## src/rtl/mmuc_pkg.sv

```systemverilog
`timescale 1ns/1ps
// Shared encodings for the access classifier.
// Assumes: access kind 3 is never presented.
package mmuc_pkg;
    typedef enum logic [1:0] {
        ACC_LOAD  = 2'd0,
        ACC_STORE = 2'd1,
        ACC_FETCH = 2'd2
    } acc_e;

    typedef enum logic [2:0] {
        CAUSE_NONE       = 3'd0,
        CAUSE_PRIV_INST  = 3'd1,
        CAUSE_PRIV_DATA  = 3'd2,
        CAUSE_MISS_INST  = 3'd3,
        CAUSE_MISS_DATA  = 3'd4,
        CAUSE_PERM_READ  = 3'd5,
        CAUSE_PERM_WRITE = 3'd6,
        CAUSE_PERM_EXEC  = 3'd7
    } cause_e;
endpackage

```

## src/rtl/mmuc_region_check.sv

```systemverilog
`timescale 1ns/1ps
// Decides from the address and privilege alone whether an access skips
// translation (privileged high window) or is barred (unprivileged high window).
// Assumes: KERNEL_BASE >= USER_TOP, so the two windows never conflict.
module mmuc_region_check #(
    parameter int          ADDR_W      = 32,
    parameter logic [31:0] KERNEL_BASE = 32'hC000_0000,
    parameter logic [31:0] USER_TOP    = 32'h8000_0000
) (
    input  logic [ADDR_W-1:0] addr,
    input  logic              priv,
    output logic              bypass,
    output logic              barred
);
    // Compare the address against both window limits.
    always_comb begin
        bypass = priv  && (addr >= KERNEL_BASE[ADDR_W-1:0]);
        barred = !priv && (addr >= USER_TOP[ADDR_W-1:0]);
    end
endmodule

```

## src/rtl/mmuc_perm_check.sv

```systemverilog
`timescale 1ns/1ps
// Picks the permission bit the access kind needs and names the fault
// that a hit lacking it, or a miss, would raise.
// Assumes: kind is one of load, store, fetch.
module mmuc_perm_check
    import mmuc_pkg::*;
(
    input  acc_e   kind,
    input  logic   perm_rd,
    input  logic   perm_wr,
    input  logic   perm_ex,
    output logic   allowed,
    output cause_e perm_cause,
    output cause_e miss_cause
);
    // Select needed permission and the matching fault codes.
    always_comb begin
        unique case (kind)
            ACC_STORE: begin
                allowed    = perm_wr;
                perm_cause = CAUSE_PERM_WRITE;
                miss_cause = CAUSE_MISS_DATA;
            end
            ACC_FETCH: begin
                allowed    = perm_ex;
                perm_cause = CAUSE_PERM_EXEC;
                miss_cause = CAUSE_MISS_INST;
            end
            default: begin
                allowed    = perm_rd;
                perm_cause = CAUSE_PERM_READ;
                miss_cause = CAUSE_MISS_DATA;
            end
        endcase
    end
endmodule

```

## src/rtl/mmuc_fault_regs.sv

```systemverilog
`timescale 1ns/1ps
// Holds the fault-capture registers: faulting address, virtual page number
// and data-access flag, plus a one-cycle capture strobe.
// Assumes: cap_en already excludes probes and idle cycles.
module mmuc_fault_regs #(
    parameter int ADDR_W    = 32,
    parameter int PAGE_BITS = 12,
    localparam int VPN_W    = ADDR_W - PAGE_BITS
) (
    input  logic              clk,
    input  logic              rst_n,
    input  logic              cap_en,
    input  logic              cap_xlate,
    input  logic              cap_is_data,
    input  logic [ADDR_W-1:0] cap_addr,
    output logic [ADDR_W-1:0] bad_addr_q,
    output logic [VPN_W-1:0]  vpn_q,
    output logic              dflag_q,
    output logic              strobe_q
);
    // Capture on a reported fault; translation faults also load page and flag.
    always_ff @(posedge clk) begin
        if (!rst_n) begin
            bad_addr_q <= '0;
            vpn_q      <= '0;
            dflag_q    <= 1'b0;
            strobe_q   <= 1'b0;
        end else begin
            strobe_q <= cap_en;
            if (cap_en) begin
                bad_addr_q <= cap_addr;
                if (cap_xlate) begin
                    vpn_q   <= cap_addr[ADDR_W-1:PAGE_BITS];
                    dflag_q <= cap_is_data;
                end
            end
        end
    end
endmodule

```

## src/rtl/mmu_access_classifier.sv

```systemverilog
`timescale 1ns/1ps
// Classifies each access as a pass (with physical address) or a fault with
// cause, and captures fault registers for non-probe faults.
// Assumes: lookup result is valid in the same cycle as the address.
module mmu_access_classifier
    import mmuc_pkg::*;
#(
    parameter int          ADDR_W      = 32,
    parameter int          PAGE_BITS   = 12,
    parameter bit          MMU_ON      = 1'b1,
    parameter logic [31:0] KERNEL_BASE = 32'hC000_0000,
    parameter logic [31:0] USER_TOP    = 32'h8000_0000,
    localparam int         VPN_W       = ADDR_W - PAGE_BITS
) (
    input  logic              clk,
    input  logic              rst_n,
    input  logic              req_valid,
    input  logic [ADDR_W-1:0] virt_addr,
    input  logic [1:0]        acc_kind,
    input  logic              priv_mode,
    input  logic              probe,
    input  logic              tlb_hit,
    input  logic [VPN_W-1:0]  tlb_ppn,
    input  logic              tlb_rd,
    input  logic              tlb_wr,
    input  logic              tlb_ex,
    output logic [ADDR_W-1:0] phys_addr,
    output logic              fault,
    output logic [2:0]        fault_cause,
    output logic [ADDR_W-1:0] bad_addr_q,
    output logic [VPN_W-1:0]  vpn_q,
    output logic              dflag_q,
    output logic              upd_strobe
);
    acc_e   kind;
    cause_e cause;
    logic   xlate_fault;
    logic   cap_en;

    assign kind = acc_e'(acc_kind);

    generate
        if (MMU_ON) begin : gen_mmu
            logic   bypass, barred, allowed;
            cause_e perm_cause, miss_cause;

            mmuc_region_check #(
                .ADDR_W(ADDR_W), .KERNEL_BASE(KERNEL_BASE), .USER_TOP(USER_TOP)
            ) region_i (
                .addr(virt_addr), .priv(priv_mode),
                .bypass(bypass), .barred(barred)
            );

            mmuc_perm_check perm_i (
                .kind(kind), .perm_rd(tlb_rd), .perm_wr(tlb_wr), .perm_ex(tlb_ex),
                .allowed(allowed), .perm_cause(perm_cause), .miss_cause(miss_cause)
            );

            // Priority: window bypass, window bar, hit with permission, hit, miss.
            always_comb begin
                phys_addr   = '0;
                cause       = CAUSE_NONE;
                xlate_fault = 1'b0;
                if (bypass) begin
                    phys_addr = virt_addr;
                end else if (barred) begin
                    cause = (kind == ACC_FETCH) ? CAUSE_PRIV_INST : CAUSE_PRIV_DATA;
                end else if (tlb_hit && allowed) begin
                    phys_addr = {tlb_ppn, virt_addr[PAGE_BITS-1:0]};
                end else if (tlb_hit) begin
                    cause       = perm_cause;
                    xlate_fault = 1'b1;
                end else begin
                    cause       = miss_cause;
                    xlate_fault = 1'b1;
                end
            end

            assert_priv_bypass_R2: assert property (@(posedge clk) disable iff (!rst_n)
                (priv_mode && virt_addr >= KERNEL_BASE[ADDR_W-1:0])
                    |-> (!fault && phys_addr == virt_addr));

            assert_user_barred_R3: assert property (@(posedge clk) disable iff (!rst_n)
                (!priv_mode && virt_addr >= USER_TOP[ADDR_W-1:0])
                    |-> (fault && (fault_cause == 3'd1 || fault_cause == 3'd2)));

            assert_hit_address_R4: assert property (@(posedge clk) disable iff (!rst_n)
                (!fault && virt_addr < USER_TOP[ADDR_W-1:0])
                    |-> (tlb_hit && phys_addr == {tlb_ppn, virt_addr[PAGE_BITS-1:0]}));
        end else begin : gen_bare
            logic unused_lookup;
            // Identity mapping; the lookup result plays no part.
            always_comb begin
                phys_addr     = virt_addr;
                cause         = CAUSE_NONE;
                xlate_fault   = 1'b0;
                unused_lookup = ^{tlb_hit, tlb_ppn, tlb_rd, tlb_wr, tlb_ex, priv_mode};
            end

            assert_bare_identity_R1: assert property (@(posedge clk) disable iff (!rst_n)
                1'b1 |-> (!fault && phys_addr == virt_addr && !upd_strobe));
        end
    endgenerate

    // Drive fault outputs and the capture enable.
    always_comb begin
        fault_cause = cause;
        fault       = (cause != CAUSE_NONE);
        cap_en      = req_valid && fault && !probe;
    end

    mmuc_fault_regs #(.ADDR_W(ADDR_W), .PAGE_BITS(PAGE_BITS)) regs_i (
        .clk(clk), .rst_n(rst_n),
        .cap_en(cap_en), .cap_xlate(xlate_fault),
        .cap_is_data(kind != ACC_FETCH), .cap_addr(virt_addr),
        .bad_addr_q(bad_addr_q), .vpn_q(vpn_q), .dflag_q(dflag_q),
        .strobe_q(upd_strobe)
    );

    assert_probe_quiet_R8: assert property (@(posedge clk) disable iff (!rst_n)
        (req_valid && probe) |=> (!upd_strobe && $stable(bad_addr_q) && $stable(vpn_q)));

    assert_page_capture_R7: assert property (@(posedge clk) disable iff (!rst_n)
        (req_valid && !probe && fault_cause >= 3'd3)
            |=> (vpn_q == $past(virt_addr[ADDR_W-1:PAGE_BITS]) && bad_addr_q == $past(virt_addr)));

    assert_idle_no_strobe_R9: assert property (@(posedge clk) disable iff (!rst_n)
        (!req_valid) |=> !upd_strobe);

    assert_fault_zero_pa_R10: assert property (@(posedge clk) disable iff (!rst_n)
        fault |-> (phys_addr == '0));
endmodule

```

## config.mk

```make
export PLATFORM = sky130hd
export DESIGN_NAME = mmu_access_classifier
export DESIGN_NICKNAME = d
export VERILOG_FILES = /design/src/rtl/mmuc_pkg.sv /design/src/rtl/mmuc_region_check.sv /design/src/rtl/mmuc_perm_check.sv /design/src/rtl/mmuc_fault_regs.sv /design/src/rtl/mmu_access_classifier.sv
export SDC_FILE = /design/constraint.sdc
export NUM_CORES = 1
export LEC_CHECK = 0
export ABC_AREA = 1
export BUFFER_PORTS_ARGS = -buffer_cell sky130_fd_sc_hd__buf_2
export CAP_MARGIN = 25
export CORE_AREA = 2 2 94 96
export DETAILED_ROUTE_END_ITERATION = 6
export DIE_AREA = 0 0 96 98
export PLACE_DENSITY_LB_ADDON = 0.05
export SYNTH_ARGS = -nofsm -noshare
export SYNTH_HDL_FRONTEND = slang
export SYNTH_SLANG_ARGS = --single-unit
```

## constraint.sdc

```tcl
create_clock -name clk -period 1.5 [get_ports clk]
set_input_delay 0 -clock clk [delete_from_list [all_inputs] [get_ports clk]]
set_output_delay 0 -clock clk [all_outputs]
set_load 0.005 [all_outputs]
```

Yosys cells after proc, flatten, opt, wreduce, memory -nomap -nowiden
Index checks and enable logic that the tools add are counted.
{"block": "op_classes", "n_div": 0, "shift": 0, "bitwise": 0, "n_mul": 0, "addsub": 0, "n_reduce_logical": 9, "n_eq_ne": 3, "mux": 14, "n_lt_le_gt_ge": 2}
{"operator": "two-way mux 32 bit", "count": 3}
{"operator": ">= comparator 32 bit (second input constant)", "count": 2}
{"operator": "two-way mux 3 bit", "count": 5}
{"operator": "logical AND 1 bit", "count": 5}
{"operator": "case mux 2 bit (2 select lines)", "count": 1}
{"operator": "two-way mux 1 bit", "count": 3}
{"operator": "nonzero test 3 bit", "count": 1}
{"operator": "equality test 2 x 1 -> 1 bit (second input constant)", "count": 1}
{"operator": "equality test 2 bit (second input constant)", "count": 1}
{"operator": "logical NOT 1 bit", "count": 2}
{"operator": "two-way mux 2 bit", "count": 1}
{"operator": "inequality test 2 bit (second input constant)", "count": 1}
{"operator": "case mux 1 bit (2 select lines)", "count": 1}
{"operator": "AND reduction 2 bit", "count": 1}
{"block": "totals", "n_memories": 0, "ff_bits": 54, "ramBits": 0, "out_inout_bits": 90, "rom_bits": 0, "in_bits": 63, "latchBits": 0, "wordCells": 32}

Longest topological paths before layout
Gate-level depths: netlist of the first run.
{"block": "depth", "word_depth": 10, "ltp_mapped": 10, "depth_no_buf": 9}

By module
From an unflattened synthesis of the first run, not the netlist that was laid out.
{"block": "hier_totals", "hier_cells": 384, "hier_area_um2": 2573.7}
{"mod": "mmuc_fault_regs", "area_each_um2": 1996.9, "seq_area_each_um2": 1081.0, "cells_each": 276, "instances": 1}
{"mod": "mmu_access_classifier", "area_each_um2": 473.0, "seq_area_each_um2": 0.0, "cells_each": 87, "instances": 1}
{"mod": "mmuc_perm_check", "area_each_um2": 85.1, "seq_area_each_um2": 0.0, "cells_each": 16, "instances": 1}
{"mod": "mmuc_region_check", "area_each_um2": 18.8, "seq_area_each_um2": 0.0, "cells_each": 5, "instances": 1}

Worst setup path before layout of the first run
OpenSTA, ideal clock, no wires.
{"block": "synth_path", "path_type": "input -> register", "start": "input acc_kind[0]", "end": "register regs_i.vpn_q[10]", "setup_ns": 0.114, "setup_slack_ns": 0.267, "stages": 9, "n_path_buf": 1, "t_required_ns": 1.386, "arrival_time_ns": 1.119, "cell_sequence": "inv_1 -> ha_1 -> inv_1 -> nand3_2 -> nand2_1 -> nand4_2 -> buf_2 -> o21bai_1 -> nor2_1"}
{"block": "synth_between", "elab_chain_cells": 10, "elab_cells_between_ends": 18, "cone_classes": "2 x eq/ne; 11 x mux; 5 x reduce/logical"}
{"item": "from (decl)", "line_no": "mmu_access_classifier.sv:19", "source": "input logic [1:0] acc_kind,"}
{"item": "equality test 2 bit / equality test 2 x 1 -> 1 bit (equally long branches)", "line_no": "mmuc_perm_check.sv:18, mmu_access_classifier.sv:67"}
{"item": "case mux 2 bit (2 select lines), or another cell as far along", "line_no": "mmuc_perm_check.sv:18", "source": "unique case (kind)"}
{"item": "two-way mux 3 bit / logical AND 1 bit (equally long branches)", "line_no": "mmu_access_classifier.sv:70, mmu_access_classifier.sv:68"}
{"item": "two-way mux 3 bit", "line_no": "mmu_access_classifier.sv:68", "source": "end else if (tlb_hit && allowed) begin"}
{"item": "two-way mux 3 bit", "line_no": "mmu_access_classifier.sv:66", "source": "end else if (barred) begin"}
{"item": "two-way mux 3 bit", "line_no": "mmu_access_classifier.sv:64", "source": "if (bypass) begin"}
{"item": "nonzero test 3 bit", "line_no": "mmu_access_classifier.sv:108", "source": "fault = (cause != CAUSE_NONE);"}
{"item": "logical AND 1 bit (2 in series)", "line_no": "mmu_access_classifier.sv:109", "source": "cap_en = req_valid && fault && !probe;"}
{"item": "AND reduction 2 bit (no line) (*)"}
{"item": "to (signal assigned)", "line_no": "mmuc_fault_regs.sv:33", "source": "vpn_q <= cap_addr[ADDR_W-1:PAGE_BITS];"}
{"item": "to (decl)", "line_no": "mmuc_fault_regs.sv:17", "source": "output logic [VPN_W-1:0] vpn_q,"}
Mark *: on every way between the ends. The rest lies on a longest branch, timed or not.
A chain may end at the register's enable or synchronous reset.

Worst setup path after layout of the first run
{"block": "layout_path", "start": "input acc_kind[0]", "end": "output phys_addr[12]"}
{"block": "layout_between", "elab_chain_cells": 6, "elab_cells_between_ends": 7, "cone_classes": "2 x eq/ne; 4 x mux; 1 x reduce/logical"}
{"item": "equality test 2 bit / equality test 2 x 1 -> 1 bit (equally long branches)", "line_no": "mmuc_perm_check.sv:18"}
{"item": "case mux 1 bit (2 select lines) (*)", "line_no": "mmuc_perm_check.sv:18"}
{"item": "logical AND 1 bit (*)", "line_no": "mmu_access_classifier.sv:68"}
{"item": "two-way mux 32 bit (*)", "line_no": "mmu_access_classifier.sv:68"}
{"item": "two-way mux 32 bit (*)", "line_no": "mmu_access_classifier.sv:66"}
{"item": "two-way mux 32 bit (*)", "line_no": "mmu_access_classifier.sv:64"}
{"item": "to (decl)", "line_no": "mmu_access_classifier.sv:27", "source": "output logic [ADDR_W-1:0] phys_addr,"}
Marked as above.

==> results.cfg, run 1 <==
[run_status]
outcome = completed

[final_layout]
syn_to_final_growth_pct = 48.1
drive_gt1_frac = 0.284
antenna_cells = 0
nets = 706

[worst_setup_path]
worst_path_largest_cell_delay_ns = 0.22
crit_type = input port to primary output
crit_arrival_ns = 1.38
crit_top_cell = buf_2
cpLargestDelayFamily = buffers and inverters
startpoint_type = input port
worst-path-max-fanout = 10
worstPathRequired_ns = 1.50
rr_worst_depth = 4
critPathBufInv = 7
cp.depth = 12
end_kind = primary output
path_cells = buf_2 -> inv_1 -> ha_4 -> inv_2 -> nand3_2 -> buf_4 -> nand3_4 -> buf_8 -> clkinvlp_4 -> nand3_1 -> nand2_1 -> buf_2
slowest_stage = ha_4

[clock_network]
cts.sinks = 54
clock_path_buffers = 2
clkLatencyLatePin_ns = 0.30
clk_pin_slew_worst_paths_ns = 0.09
htree_levels = 2
cts_tree = done
postCtsSetupBuffers = 0
clockRootBuffer = clkbuf_8
cts_buffers = 5

[sta]
slew_violations = 0
max_freq_mhz = 727
fin_skew_ns = 0
fin_tns_setup_ns = 0
setup_viol = 0
finalHoldViolCount = 0
slew_headroom = 0.557
rsz0062_at_grt = no
finalWorstSetupSlack_ns = 0.125
final.period_utilization = 0.917
tightest_slew_ns = 0.664
period_needed_ns = 1.38

[hold_path]
hp-class = input port to flop
holdPathStages = 3

[die]
start_util = 0.335
io_pins = 153
rows = 34
die_h_um = 98
die_w_um = 96
dieArea_um2 = 9410
core_area_um2 = 8470

[yosys]
syn_area_um2 = 2840
synth_simple_gate_area_frac = 0.341
synthesis.nets = 527
synth_top_cell_area_share = 0.381
yosys_warnings = 0
synth_mux_area_frac = 0
yosysMostFrequentCell = nand2_1
seq_area_frac_synth = 0.381
netlist_instances = 461
synthAdderAreaFrac = 0.0132
yosys.area.top_type = dfxtp_1
ys_top_cells_by_area = dfxtp_1 38%, nand2_1 17%, nor2_1 13%
synthTopCellsByCount = 131 x nand2_1, 100 x nor2_1, 98 x inv_1, 54 x dfxtp_1, 20 x o21bai_1
synth_compound_area_frac = 0.0895
synth-seq-cells = 54
synth_ff_type = dfxtp_1
synth_edf_count = 0
synth_xor_area_frac = 0
synthArstFlopShare = 0
ys_types = 22
synth.avg_cell_area_um2 = 6.15
synth_top_family_by_area = simple AND/OR/NAND/NOR gates

[detailed_routing]
firstDrtPassIters = 4
drt-initial-drc-count = 68
drc_errors = 0
ant_nets = 0
dr_total_vias = 3081
routed_wirelength_um = 8210
post_drt_wl_per_cell_um = 11.0
viasPerCell = 4.11

[pwr]
powerDensity_nw_per_um2 = 804
power_leakage_nw = 2.52
ir_worst_vdd_mv = 0.406

[placed_design]
gp_congestion = 0.780
numPortBuffers = 152
dp_hpwl_um = 5870
pre_cts_ws_ns = 0.0184

[job]
maxCapViolations = 0

[global_routing]
grt_max_degree = 35
grt_first_pass_wirelength_um = 12700
grt_pass1_vias = 2756
grtUsageTotal = 0.172
grt_antenna_before_repair = 0
overflow = 0
-- metrics by stage --
stage          cell area [um^2]  hold slack (ns)  total power [W]  utilization  cells
5_1_grt                    4200           0.0284          0.00359        0.496    749
4_1_cts                    4170          0.00553          0.00342        0.493    749
2_1_floorplan              2840           0.0707          0.00204            -    461
3_3_place_gp               3750            0.240          0.00242        0.444    710
6_report                   4200           0.0182          0.00338        0.496    749
3_5_place_dp               3750            0.243          0.00243        0.444    710
-- metal layers --
layer  routed length [um]  part of all wire  global-route usage
met1                 3690              0.45               0.209
met3                  544             0.066              0.0417
met2                 3880              0.47               0.298
met4                   90             0.011              0.0451
met5                    0                 0                   0
-- worst paths after layout --
| check | startpoint | end | slack [ns] |
|---|---|---|---|
| setup reg to reg | regs_i.bad_addr_q[3] | regs_i.bad_addr_q[3] | 0.86 |
| setup / recovery | acc_kind[0] | phys_addr[12] | 0.12 |
| hold / removal | virt_addr[31] | regs_i.vpn_q[19] | 0.02 |
| hold reg to reg | regs_i.vpn_q[0] | regs_i.vpn_q[0] | 0.51 |
-- cells in the final DEF, fill, tap and decap left out --
cell type      instances
buf_2                152
nand2_1              131
nor2_1               100
inv_1                 96
dfxtp_1               54
dlygate4sd3_1         31
o21bai_1              20
o21ai_0               14
clkbuf_8               7
nand3_1                6
buf_12                 5
buf_4                  5
inv_2                  3
nand3_4                2
a21oi_1                2
ha_1                   2
a21oi_4                1
nand3_2                1
nor2_2                 1
a31oi_1                1
nor3_1                 1
o2111ai_1              1
clkinvlp_4             1
nand4_2                1
ha_4                   1
clkinv_4               1
buf_8                  1
-- flip-flops by register name, summed over array words and instances (netlist names) --
signal	count
regs_i.dflag_q	1
regs_i.bad_addr_q	32
regs_i.vpn_q	20
regs_i.strobe_q	1
-- cell families (layout without fill, tap and decap cells) --
kind of cell             count (synthesis)  count (layout)
AO/OA/AOI/OAI                           39              39
adder cells (fa/ha/maj)                  3               3
buffers and inverters                  122             302
flip-flops                              54              54
AND/OR/NAND/NOR                        243             243
-- power by group --
part | total, W | switching (W) | internal, W
registers | 0.00158 | 0.0000472 | 0.00154
clock network | 0.000915 | 0.000490 | 0.000424
logic | 0.000880 | 0.000453 | 0.000427
-- cell type report --
class                   instances  area (um^2)
well taps                     108          135
multi-input cells             285         1280
inverters                     100          379
clock buffers                   7         96.3
fillers                       873         4260
clock inverters                 1         8.76
flip-flops and latches         54         1080
repair buffers                194         1220
-- tightest hold or removal path, cell delays in order --
cell      delay (ns)
buf_2           0.11
o21bai_1        0.10
nor2_1          0.08
-- timing repair --
action | 4_1_cts | 5_1_grt
endpoints found under the setup margin | 0 | 6
hold endpoints to repair | 47 | 0
hold buffers | 31 | 0
gates resized for setup | 0 | 6
(Power assumes the default switching activity.)
==> inputs of run 2 (changes only) <==
- ABC_AREA: 1 -> unset
- CORE_AREA: 2 2 94 96 -> 2 2 89 91
- DIE_AREA: 0 0 96 98 -> 0 0 91 93
- GPL_TIMING_DRIVEN: unset -> 0
==> results.cfg, run 2 <==
[run_status]
outcome = completed

[placed_design]
dp_hpwl_um = 5540
gp_congestion = 0.693
numPortBuffers = 151
placed_area_um2 = 3420

[die]
start_util = 0.337
die_w_um = 91
rows = 32
core_area_um2 = 7530
dieArea_um2 = 8460
die_h_um = 93
io_pins = 153

[final_layout]
nets = 538
final_cell_mix = 153 x buf_2, 85 x nand2_1, 54 x dfxtp_1
syn_to_final_growth_pct = 54.6
final_common_cell = buf_2
antenna_cells = 0
largest_reg_flops = 32
biggestRegsByFlops = regs_i.bad_addr_q: 32 flops, regs_i.vpn_q: 20 flops
top_register = regs_i.bad_addr_q
stdcell_area_um2 = 3920
drive_gt1_frac = 0.383
nFillCells = 768

[yosys]
yosys.area.top_type = dfxtp_1
seq_area_frac_synth = 0.426
synthTopCellsByCount = 85 x nand2_1, 54 x dfxtp_1, 52 x mux2i_1, 18 x a22o_1, 14 x clkbuf_1
synthArstFlopShare = 0
syn_area_um2 = 2540
yosysMostFrequentCell = nand2_1
synth_ff_type = dfxtp_1
yosys_warnings = 0
netlist_instances = 277
synth-seq-cells = 54
synthesis.nets = 343
ys_types = 28
synth.avg_cell_area_um2 = 9.16
ys_top_cells_by_area = dfxtp_1 43%, mux2i_1 21%, nand2_1 13%
synth_top_cell_area_share = 0.426
synth_edf_count = 0

[detailed_routing]
drc_errors = 0
post_drt_wl_per_cell_um = 13.3
viasPerCell = 4.56
firstDrtPassIters = 4
routed_wirelength_um = 7640
dr_total_vias = 2622
ant_nets = 0
drt-initial-drc-count = 65

[global_routing]
grt_first_pass_wirelength_um = 12500
grt_pass1_vias = 2530
grt_antenna_before_repair = 0
grt_max_degree = 20
overflow = 0
met2_usage = 0.318
use_met1 = 0.225
grtUsageTotal = 0.181
met3_usage = 0.0443
grt-busiest-layer = met2

[pwr]
switchingPower_w = 0.000847
p_clk_frac = 0.277
p_total_w = 0.00312
p_sw_frac = 0.271
combPwrFrac = 0.232
seqPwrFrac = 0.491
ir_worst_vdd_mv = 0.330
powerDensity_nw_per_um2 = 796
p_int_w = 0.00227
power_leakage_nw = 2.17

[clock_network]
clockRootBuffer = clkbuf_8
htree_levels = 2
cts.sinks = 54
clk_pin_slew_worst_paths_ns = 0.09
clkLatencyLatePin_ns = 0.31
cts_buffers = 5
clock_path_buffers = 2
cts_tree = done

[sta]
tightest_slew_ns = 0.584
fin_skew_ns = 0
max_freq_mhz = 707
fin_hold_ws_ns = 0.0106
final.period_utilization = 0.943
rsz0062_at_grt = no
finalHoldViolCount = 0
setup_viol = 0
period_needed_ns = 1.41
slew_headroom = 0.611
slew_violations = 0

[worst_setup_path]
worst-path-max-fanout = 4
startpoint_type = input port
crit_type = input port to primary output
worstPathRequired_ns = 1.50
end_kind = primary output
crit_arrival_ns = 1.41

[hold_path]
hp-class = input port to flop

[job]
maxCapViolations = 0
-- run 2: cell count changes after synthesis, moves of 6 or more --
cell,before,now
o21bai_1,20,0
nand2_1,131,85
clkbuf_1,7,14
mux2i_1,0,52
o21ai_0,14,1
nor2_1,100,3
buf_2,11,5
nor2b_1,0,12
a22o_1,0,18
inv_1,98,3
-- run 2: power by group through the flow --
stage / Sequential, W / Clock, W / Combinational [W]
global placement: 0.00156 / 0 / 0.000619
detailed placement: 0.00157 / 0 / 0.000625
global route: 0.00154 / 0.000963 / 0.000803
floorplan: 0.00157 / 0 / 0.000317
finish: 0.00153 / 0.000863 / 0.000725
CTS: 0.00153 / 0.000906 / 0.000731
-- run 2: per-layer routing --
layer  vias to the layer above  routed length, um
met5                         -                  0
met4                         0                 62
met3                         4                475
met2                        94               3590
met1                      1206               3520
li1                       1318                  -
-- run 2: cell families (layout without fill, tap and decap cells) --
| logic type | count (synthesis) | after routing | synth area share |
|---|---|---|---|
| compound gates | 26 | 26 | 0.0947 |
| fa+ha+maj | 3 | 3 | 0.0148 |
| simple gates | 116 | 116 | 0.203 |
| flops | 54 | 54 | 0.426 |
| buf+inv | 25 | 221 | 0.0518 |
| mux | 53 | 53 | 0.210 |
-- run 2: critical path, cell delays in order --
cell and delay, ns:
buf_2 0.11, inv_2 0.05, ha_4 0.23, a221o_1 0.30, buf_6 0.14, a41oi_4 0.16
buf_6 0.15, and2b_1 0.16, buf_2 0.12
-- run 2: worst paths after layout --
path | startpoint | to | slack, ns | cells past startpoint
worst max register to register | regs_i.bad_addr_q[31] | regs_i.bad_addr_q[31] | 0.88 | 1
worst min register to register | regs_i.bad_addr_q[10] | regs_i.bad_addr_q[10] | 0.46 | 2
worst min-delay path | rst_n | regs_i.dflag_q | 0.01 | 3
worst max-delay path | acc_kind[0] | phys_addr[8] | 0.09 | 9
-- run 2: per-stage QoR --
step           utilization  setup TNS [ns]  std cells  setup WS, ns
2_1_floorplan            -               0        277       0.00311
3_3_place_gp         0.454          -18.05        530        -0.410
3_5_place_dp         0.454          -16.92        530        -0.349
4_1_cts              0.520               0        575       0.00359
5_1_grt              0.521               0        575       0.00819
6_report             0.521               0        575        0.0860
-- run 2: cell type report --
type                       count  area (um^2)  area share
clock inverter                 1         8.76     0.00223
timing repair buffer         190         1140       0.291
clock buffer                   7         86.3      0.0220
inverter                       3         11.3     0.00287
tap                          102          128      0.0326
multi-input combinational    198         1350       0.345
buffer                        20          114      0.0290
sequential                    54         1080       0.276
-- run 2: repair_timing --
item                                    CTS  global route
hold buffers                             32             0
endpoints found under the hold margin    51             0
endpoints found under the setup margin   27            30
pin swaps                                 2             2
gates resized for setup                  11             6
gates cloned                              1             0
setup buffers                             6             0
